### src/rtl/alu8_pkg.sv
package alu8_pkg;

  typedef enum logic [4:0] {
    OP_ADD  = 5'd0,
    OP_ADDC = 5'd1,
    OP_SUB  = 5'd2,
    OP_SUBB = 5'd3,
    OP_INC  = 5'd4,
    OP_DEC  = 5'd5,
    OP_NEG  = 5'd6,
    OP_COM  = 5'd7,
    OP_AND  = 5'd8,
    OP_OR   = 5'd9,
    OP_XOR  = 5'd10,
    OP_RLC  = 5'd11,
    OP_RRC  = 5'd12,
    OP_RL   = 5'd13,
    OP_RR   = 5'd14,
    OP_SWAP = 5'd15,
    OP_DAW  = 5'd16,
    OP_MUL  = 5'd17
  } alu_op_e;

  localparam int FLG_C  = 0;
  localparam int FLG_DC = 1;
  localparam int FLG_Z  = 2;
  localparam int FLG_OV = 3;
  localparam int FLG_N  = 4;
  localparam int FLG_W  = 5;

endpackage

### src/rtl/alu8_adder.sv
module alu8_adder #(
  parameter int W = 8
) (
  input  logic [W-1:0] a,
  input  logic [W-1:0] b,
  input  logic         cin,
  output logic [W-1:0] sum,
  output logic         cout,
  output logic         dcout,
  output logic         ovf
);
  localparam int NIB = W / 2;

  logic [W:0]   full;
  logic [NIB:0] low;

  assign full  = {1'b0, a} + {1'b0, b} + {{W{1'b0}}, cin};
  assign low   = {1'b0, a[NIB-1:0]} + {1'b0, b[NIB-1:0]} + {{NIB{1'b0}}, cin};
  assign sum   = full[W-1:0];
  assign cout  = full[W];
  assign dcout = low[NIB];
  assign ovf   = (a[W-1] == b[W-1]) && (full[W-1] != a[W-1]);
endmodule

### src/rtl/alu8_arith.sv
module alu8_arith
  import alu8_pkg::*;
#(
  parameter int W = 8
) (
  input  alu_op_e          op,
  input  logic [W-1:0]     wreg,
  input  logic [W-1:0]     opnd,
  input  logic [FLG_W-1:0] flags_in,
  output logic             hit,
  output logic [W-1:0]     res,
  output logic [FLG_W-1:0] flags
);
  localparam int NIB = W / 2;
  localparam logic [NIB-1:0] DIG_MAX = NIB'(9);
  localparam logic [W:0] LO_FIX = (W+1)'(6);
  localparam logic [W:0] HI_FIX = (W+1)'(6) << NIB;

  logic [W-1:0] add_a, add_b, add_sum;
  logic         add_cin, add_cout, add_dc, add_ov;
  logic         use_adder;

  always_comb begin
    add_a     = wreg;
    add_b     = opnd;
    add_cin   = 1'b0;
    use_adder = 1'b1;
    case (op)
      OP_ADD:  ;
      OP_ADDC: add_cin = flags_in[FLG_C];
      OP_SUB:  begin add_a = opnd; add_b = ~wreg; add_cin = 1'b1; end
      OP_SUBB: begin add_a = opnd; add_b = ~wreg; add_cin = flags_in[FLG_C]; end
      OP_INC:  begin add_a = opnd; add_b = '0; add_cin = 1'b1; end
      OP_DEC:  begin add_a = opnd; add_b = '1; end
      OP_NEG:  begin add_a = ~opnd; add_b = '0; add_cin = 1'b1; end
      default: use_adder = 1'b0;
    endcase
  end

  alu8_adder #(.W(W)) i_adder (
    .a(add_a), .b(add_b), .cin(add_cin),
    .sum(add_sum), .cout(add_cout), .dcout(add_dc), .ovf(add_ov)
  );

  logic         lo_need, hi_need;
  logic [W:0]   daw_s1, daw_s2;

  always_comb begin
    lo_need = (wreg[NIB-1:0] > DIG_MAX) || flags_in[FLG_DC];
    daw_s1  = {1'b0, wreg} + (lo_need ? LO_FIX : '0);
    hi_need = flags_in[FLG_C] || daw_s1[W] || (daw_s1[W-1:NIB] > DIG_MAX);
    daw_s2  = {1'b0, daw_s1[W-1:0]} + (hi_need ? HI_FIX : '0);
  end

  always_comb begin
    hit   = 1'b0;
    res   = add_sum;
    flags = flags_in;
    if (use_adder) begin
      hit          = 1'b1;
      flags[FLG_C]  = add_cout;
      flags[FLG_DC] = add_dc;
      flags[FLG_Z]  = (add_sum == '0);
      flags[FLG_OV] = add_ov;
      flags[FLG_N]  = add_sum[W-1];
    end else if (op == OP_DAW) begin
      hit          = 1'b1;
      res          = daw_s2[W-1:0];
      flags[FLG_C] = hi_need;
    end
  end
endmodule

### src/rtl/alu8_bitops.sv
module alu8_bitops
  import alu8_pkg::*;
#(
  parameter int W = 8
) (
  input  alu_op_e          op,
  input  logic [W-1:0]     wreg,
  input  logic [W-1:0]     opnd,
  input  logic [FLG_W-1:0] flags_in,
  output logic             hit,
  output logic [W-1:0]     res,
  output logic [FLG_W-1:0] flags
);
  localparam int NIB = W / 2;

  logic c_in;
  logic c_new;
  logic c_upd;

  assign c_in = flags_in[FLG_C];

  always_comb begin
    hit   = 1'b1;
    c_upd = 1'b0;
    c_new = c_in;
    res   = opnd;
    case (op)
      OP_COM:  res = ~opnd;
      OP_AND:  res = wreg & opnd;
      OP_OR:   res = wreg | opnd;
      OP_XOR:  res = wreg ^ opnd;
      OP_RLC:  begin res = {opnd[W-2:0], c_in}; c_new = opnd[W-1]; c_upd = 1'b1; end
      OP_RRC:  begin res = {c_in, opnd[W-1:1]}; c_new = opnd[0]; c_upd = 1'b1; end
      OP_RL:   res = {opnd[W-2:0], opnd[W-1]};
      OP_RR:   res = {opnd[0], opnd[W-1:1]};
      OP_SWAP: res = {opnd[NIB-1:0], opnd[W-1:NIB]};
      default: hit = 1'b0;
    endcase
  end

  always_comb begin
    flags        = flags_in;
    flags[FLG_Z] = (res == '0);
    flags[FLG_N] = res[W-1];
    if (c_upd) flags[FLG_C] = c_new;
  end
endmodule

### src/rtl/alu8_mult.sv
module alu8_mult #(
  parameter int W         = 8,
  parameter bit USE_ARRAY = 1'b1
) (
  input  logic [W-1:0]   wreg,
  input  logic [W-1:0]   opnd,
  output logic [2*W-1:0] prod
);
  localparam int PW = 2 * W;

  generate
    if (USE_ARRAY) begin : g_array
      logic [PW-1:0] acc [W+1];
      assign acc[0] = '0;
      for (genvar i = 0; i < W; i++) begin : g_row
        logic [PW-1:0] part;
        assign part     = opnd[i] ? ({{W{1'b0}}, wreg} << i) : '0;
        assign acc[i+1] = acc[i] + part;
      end
      assign prod = acc[W];
    end else begin : g_native
      assign prod = {{W{1'b0}}, wreg} * {{W{1'b0}}, opnd};
    end
  endgenerate
endmodule

### src/rtl/alu8_flags.sv
module alu8_flags
  import alu8_pkg::*;
#(
  parameter int W         = 8,
  parameter bit USE_ARRAY = 1'b1
) (
  input  logic             clk,
  input  logic             rst,
  input  logic             op_valid,
  input  logic [4:0]       op_code,
  input  logic             dest_sel,
  input  logic [W-1:0]     wreg_in,
  input  logic [W-1:0]     opnd_in,
  input  logic [FLG_W-1:0] flags_in,
  output logic             res_valid,
  output logic [W-1:0]     res_data,
  output logic             res_dest,
  output logic [FLG_W-1:0] flags_out,
  output logic             prod_valid,
  output logic [W-1:0]     prod_hi,
  output logic [W-1:0]     prod_lo
);
  localparam int PW = 2 * W;

  alu_op_e op;
  assign op = alu_op_e'(op_code);

  logic             ar_hit, bo_hit, mul_hit;
  logic [W-1:0]     ar_res, bo_res;
  logic [FLG_W-1:0] ar_flags, bo_flags;
  logic [PW-1:0]    product;

  alu8_arith #(.W(W)) i_arith (
    .op(op), .wreg(wreg_in), .opnd(opnd_in), .flags_in(flags_in),
    .hit(ar_hit), .res(ar_res), .flags(ar_flags)
  );

  alu8_bitops #(.W(W)) i_bitops (
    .op(op), .wreg(wreg_in), .opnd(opnd_in), .flags_in(flags_in),
    .hit(bo_hit), .res(bo_res), .flags(bo_flags)
  );

  alu8_mult #(.W(W), .USE_ARRAY(USE_ARRAY)) i_mult (
    .wreg(wreg_in), .opnd(opnd_in), .prod(product)
  );

  assign mul_hit = (op == OP_MUL);

  logic [W-1:0]     sel_res;
  logic [FLG_W-1:0] sel_flags;

  always_comb begin
    if (ar_hit) begin
      sel_res   = ar_res;
      sel_flags = ar_flags;
    end else if (bo_hit) begin
      sel_res   = bo_res;
      sel_flags = bo_flags;
    end else begin
      sel_res   = res_data;
      sel_flags = flags_in;
    end
  end

  always_ff @(posedge clk) begin
    if (rst) begin
      res_valid  <= 1'b0;
      res_data   <= '0;
      res_dest   <= 1'b0;
      flags_out  <= '0;
      prod_valid <= 1'b0;
      prod_hi    <= '0;
      prod_lo    <= '0;
    end else begin
      res_valid  <= 1'b0;
      prod_valid <= 1'b0;
      if (op_valid) begin
        res_dest  <= dest_sel;
        flags_out <= sel_flags;
        if (ar_hit || bo_hit) begin
          res_valid <= 1'b1;
          res_data  <= sel_res;
        end
        if (mul_hit) begin
          prod_valid <= 1'b1;
          prod_hi    <= product[PW-1:W];
          prod_lo    <= product[W-1:0];
        end
      end
    end
  end
endmodule

### config.mk
export PLATFORM = sky130hd
export DESIGN_NAME = alu8_flags
export DESIGN_NICKNAME = d
export VERILOG_FILES = /design/src/rtl/alu8_pkg.sv /design/src/rtl/alu8_adder.sv /design/src/rtl/alu8_arith.sv /design/src/rtl/alu8_bitops.sv /design/src/rtl/alu8_mult.sv /design/src/rtl/alu8_flags.sv
export SDC_FILE = /design/constraint.sdc
export NUM_CORES = 1
export LEC_CHECK = 0
export BUFFER_PORTS_ARGS = -buffer_cell sky130_fd_sc_hd__buf_4
export CORE_UTILIZATION = 55
export CTS_BUF_LIST = sky130_fd_sc_hd__clkbuf_2
export DETAILED_ROUTE_END_ITERATION = 10
export GPL_TIMING_DRIVEN = 0
export PLACE_DENSITY = 0.76
export SETUP_SLACK_MARGIN = 0.1
export SKIP_LAST_GASP = 1
export SLEW_MARGIN = 25
export SYNTH_ARGS = -nofsm -noshare
export SYNTH_HDL_FRONTEND = slang
export SYNTH_SLANG_ARGS = --single-unit
### constraint.sdc
create_clock -name clk -period 8.15 [get_ports clk]
set_input_delay 1.63 -clock clk [delete_from_list [all_inputs] [get_ports clk]]
set_output_delay 1.63 -clock clk [all_outputs]
set_load 0.05 [all_outputs]
**Word level (Yosys, flattened, before mapping)**

Cells that the tools add are included.

- $add $sub $neg: 13
- Multiply operators: 0
- Divide/modulo/power cells: 0
- $lt $le $gt $ge: 2
- Equality and inequality tests: 19
- Shift operators: 0
- Mux-type cells: 32
- Bitwise logic cells: 6
- Reduce and logical (&&, ||, !) cells: 20

Operator list:

| kind | count |
|---|---|
| 16-bit adder | 5 |
| 8-bit one-hot mux with 9 select lines | 1 |
| 5-bit by 4-bit equality test with 1-bit output, second input constant | 8 |
| 8-bit two-way mux | 5 |
| 8-bit one-hot mux with 3 select lines | 1 |
| 5-bit by 3-bit equality test with 1-bit output, second input constant | 4 |
| 16-bit by 14-bit adder with 16-bit output | 1 |
| 16-bit by 15-bit adder with 16-bit output | 1 |
| 8-bit logical NOT | 2 |
| 8-bit inverter | 2 |
| 8-bit one-hot mux with 2 select lines | 1 |
| 15-bit two-way mux | 1 |
| 14-bit two-way mux | 1 |
| 13-bit two-way mux | 1 |
| 12-bit two-way mux | 1 |
| 11-bit two-way mux | 1 |
| 5-bit by 2-bit equality test with 1-bit output, second input constant | 2 |
| 5-bit equality test, second input constant | 2 |
| 1-bit two-way mux | 10 |
| 10-bit two-way mux | 1 |
| 5-bit two-way mux | 2 |
| 2-bit OR reduction | 5 |
| 8-bit by 8-bit adder with 9-bit output | 1 |
| 8-bit by 9-bit adder with 9-bit output | 1 |
| other kinds (27) | 32 |

- Register bits: 32
- Bits in latches: 0
- Memory bits (writable): 0
- Bits in read-only memories: 0
- Bits of input ports: 30
- Logic and storage cells: 99
- Memories: 0

**Depth between registers and ports, before layout**

- Depth in word-level cells: 11
- Depth in mapped cells: 18
- Depth with buffers taken out: 17

**Modules after synthesis**

Synthesis repeated with hierarchy kept, for this count alone.

- Cells, all modules: 723
- Area total of the unflattened synthesis: 5906.9 µm²

By module, submodules not included:

| module | instances | cells each | area each (µm²) | sequential area each (µm²) |
|---|---|---|---|---|
| alu8_mult | 1 | 231 | 1931.9 | 0.0 |
| alu8_flags | 1 | 150 | 1560.2 | 640.6 |
| alu8_bitops | 1 | 171 | 1233.7 | 0.0 |
| alu8_arith | 1 | 134 | 862.1 | 0.0 |
| alu8_adder | 1 | 37 | 319.1 | 0.0 |

**Worst setup path after synthesis**

Ideal clock, no wire load.

- Path kind: input-to-reg
- Start: in wreg_in[3]
- End: reg prod_hi[7]
- Data arrival time: 5.877 ns
- Required time: 8.064 ns
- Slack: 2.187 ns
- Stages: 18
- Cells stage by stage: clkbuf_1 -> clkinv_1 -> nor2_1 -> fa_1 -> fa_1 -> inv_1 -> fa_1 -> inv_1 -> ha_1 -> ha_1 -> fa_1 -> a21oi_1 -> nor2b_1 -> a311oi_1 -> a21oi_1 -> a31oi_1 -> xnor2_1 -> a211oi_1

- Cells in the longest elaborated chain, start to end: 8
- Elaborated cells between the ends (all ways): 15
- Those cells by class: 7 x add/sub; 8 x mux

RTL lines:

| what | RTL line | source |
|---|---|---|
| start: declaration | alu8_flags.sv:12 | `input logic [W-1:0] wreg_in,` |
| 8-bit two-way mux or 9-bit two-way mux (tied branches) | alu8_mult.sv:17 | `assign part = opnd[i] ? ({{W{1'b0}}, wreg} << i) : '0;` |
| 16-bit adder (5 in series) | alu8_mult.sv:18 | `assign acc[i+1] = acc[i] + part;` |
| 16-bit by 14-bit adder with 16-bit output | alu8_mult.sv:18 |  |
| 16-bit by 15-bit adder with 16-bit output * | alu8_mult.sv:18 |  |
| end signal: assignment | alu8_flags.sv:86 | `prod_hi <= product[PW-1:W];` |
| end: declaration | alu8_flags.sv:20 | `output logic [W-1:0] prod_hi,` |

Mark *: on every way between the ends. The rest lies on a longest branch, timed or not.
A chain may end at the register's enable or synchronous reset.

**Worst setup path in the final report**

Ends and elaborated chain as after synthesis.

==> impl_results.md <==
* Post-DP HPWL at 14.4 mm
* # DRC at 0
* WS Path Type: in -> reg
* Total I/O pin count at 62
* Crit-path max FO at 10
* Clock latency reported for the late side of the worst-skew pair at 0.36 ns
* Gr ovfl total at 0
* P_leak at 0.00265 uW
* # diodes at 0
* Via count at 5512
* GR Util met2 at 64.1%
* Die width at 98.6 um
* Worst-Margin Slew at 0.883 ns
* Status: finished, final reports clean
* CTS root buffer: clkbuf_2
* Setup TNS at 0 ns
* Relative slew slack at 40.7%
* Port Buf Inserts at 60
* Initial antenna violation count at 0
* Unrepaired setup endpoints after global routing: no
* Synthesized area at 0.00514 mm2
* CTS tree: done
* Fin. max-slew vios at 0
* F_max at 0.146 GHz
* CTS Hold Bufs at 0
* Crit path capture type: register
* Core area at 0.00889 mm2
* Yosys reg bits at 32
* Drt first pass iters at 7
* Fin crit period at 6.84 ns
* Synth-to-Final Area Change at 12.6%
* Proportion of layout cells with a drive suffix above 1 at 12.2%
* Type of origin of the critical path: input port
* Ranking of synthesized cells by area: fa_1 16%, ha_1 14%, dfxtp_1 12%, a21oi_1 6.3%, nor2_1 5.8%
* Die area at 0.00973 mm2
* Sw frac at 48.5%
* Logic pwr share at 68.6%
* Clock power share at 12.1%
* Count leader, synth: nor2_1
* Pwr Density at 150 mW/mm2
* Initial Utilization at 57.8%
* Routed vias/inst at 6.47
* Critical path arrival at 7.14 ns
* Post-Syn Instances at 676
* Sink Count at 32
* Gr usage total at 39.1%
* Mean Syn Cell Area at 7.60 um2
* # setup viols final at 0
* Gr busiest metal: met2
* EDFF count, synth at 0
* Clock Path Buffers at 2
* Placed inst area at 0.00572 mm2
* GR Util met1 at 49.3%
* Async SR Flop Fraction at 0%
* Sequential share of power at 19.3%
* Fillers at 770
* Final Hold Viols at 0
* Ys flop type: dfxtp_1
* Internal power at 445 uW
* M3 GR Usage at 9.72%
* Sequential area share after synthesis at 12.5%
* Number of global-route vias before repair at 5520
* Routed WL per cell at 21.5 um
* Required @ worst endpoint at 8.46 ns
* Syn Nets at 805
* Num CTS Buffers at 5
* Psw at 420 uW
* Peak supply drop at 0.000140 V
* Worst min-delay path class: reg -> reg
* Period utilization at 83.9%
* Post-CTS Setup Inserts at 0
* Synth cell types at 72
* Final GP Congestion at 0.971
* Top cell types by occurrence after synthesis: 79 x nor2_1, 67 x nand2_1, 65 x a21oi_1
* Finished Cell Area at 0.00578 mm2
* Post-synth top area share at 16.4%
* Synth warn at 0
* Die height at 98.6 um
* Fin nets at 872
* Final setup skew at 0 ns
* Pin count of the biggest net entering global routing at 11
* H-tree levels at 2
* Max-cap violations at 0
* Clock slew at reported path FFs at 0.17 ns
* WL final at 18.3 mm
* Detail Route Antenna Nets at 0
* First-pass GRT wire length at 29.2 mm
* Cell Rows at 34
* Post-cts sizing count at 0
* Drt first-iter violations at 509
* Post-synth top area cell: fa_1
[critical path, stage by stage]
cell      delay (ns)
buf_4           0.08
clkbuf_1        0.56
clkinv_1        0.57
nor2_1          0.30
fa_1            0.44
fa_1            0.49
inv_1           0.05
fa_1            0.52
inv_1           0.05
ha_1            0.30
ha_1            0.23
fa_1            0.42
a21oi_1         0.15
nor2b_1         0.08
a311oi_1        0.45
a21oi_1         0.18
a31oi_1         0.24
xnor2_1         0.15
a211oi_1        0.25
[registers in the layout (all words and copies together), names as in the netlist]
register,count
prod_hi,8
prod_lo,8
res_data,8
flags_out,5
prod_valid,1
res_dest,1
res_valid,1
[layout make-up]
class	instances	area, um2	area share [%]
Sequential cell	32	641	11.1
Clock buffer	5	25.0	0.433
Inverter	62	233	4.02
Timing Repair Buffer	60	450	7.79
Buffer	45	194	3.35
Tap cell	108	135	2.34
Clock inverter	3	37.5	0.649
Multi-Input combinational cell	537	4070	70.3
[cell families after synthesis]
group | Yosys count | synth area share, %
buffers and inverters | 107 | 8.31
adder cells (fa/ha/maj) | 99 | 30.3
multiplexers | 7 | 1.63
AND/OR/NAND/NOR | 224 | 20.8
flip-flops | 32 | 12.5
AO/OA/AOI/OAI | 184 | 22.6
XOR/XNOR | 23 | 3.92
[routing by layer]
layer,vias up,wire (um)
met5,-,0
met3,54,2040
li1,2501,-
met4,0,648
met2,347,8380
met1,2610,7280
[worst paths after layout]
check | startpoint | end | slack (ns) | cells past startpoint
min | prod_hi[3]$_SDFFE_PP0P_ | prod_hi[3]$_SDFFE_PP0P_ | 0.48 | 2
min reg2reg | prod_hi[3]$_SDFFE_PP0P_ | prod_hi[3]$_SDFFE_PP0P_ | 0.48 | 2
max | wreg_in[3] | prod_hi[7]$_SDFFE_PP0P_ | 1.31 | 19
max reg2reg | flags_out[2]$_SDFFE_PP0P_ | flags_out[2]$_SDFFE_PP0P_ | 6.55 | 6
[power groups by stage]
stage	registers (uW)	clock network [uW]	logic, uW
floorplan	194	0	393
global placement	170	0	551
detailed placement	170	0	577
CTS	167	104	583
global route	168	110	661
finish	167	105	594
[metrics by stage]
| stage | utilization (%) | setup WS, ns | hold WS (ns) | power (uW) | instances |
|---|---|---|---|---|---|
| after global routing | 65.1 | 1.12 | 0.498 | 939 | 852 |
| after floorplan | - | 2.19 | 0.671 | 587 | 676 |
| after CTS | 65.1 | 1.38 | 0.471 | 854 | 852 |
| after detailed placement | 64.4 | 1.02 | 0.450 | 748 | 844 |
| after global placement | 64.4 | 1.12 | 0.439 | 721 | 844 |
| final | 65.1 | 1.31 | 0.476 | 865 | 852 |
[cell usage in the layout, fill, tap and decap left out, types with 3 or more instances in the layout]
cell type and n:
a211oi_1 12, a21o_1 5, a21oi_1 65, a221oi_1 6, a222oi_1 3, a311oi_1 3, a31oi_1 4, a41oi_1 3
and3_1 6, and4_1 4, buf_2 14, buf_4 60, clkbuf_1 28, clkbuf_2 5, clkinv_1 10, dfxtp_1 32
fa_1 42, ha_1 57, inv_1 53, mux2i_1 5, nand2_1 67, nand2b_1 5, nand3_1 11, nand4_1 3
nor2_1 79, nor2b_1 6, nor3_1 9, nor3b_1 4, o21a_1 5, o21ai_0 36, o22ai_1 15, o31ai_1 3
or3_1 10, xnor2_1 16, xor2_1 7
No activity file was read; power rests on OpenSTA's default activity.
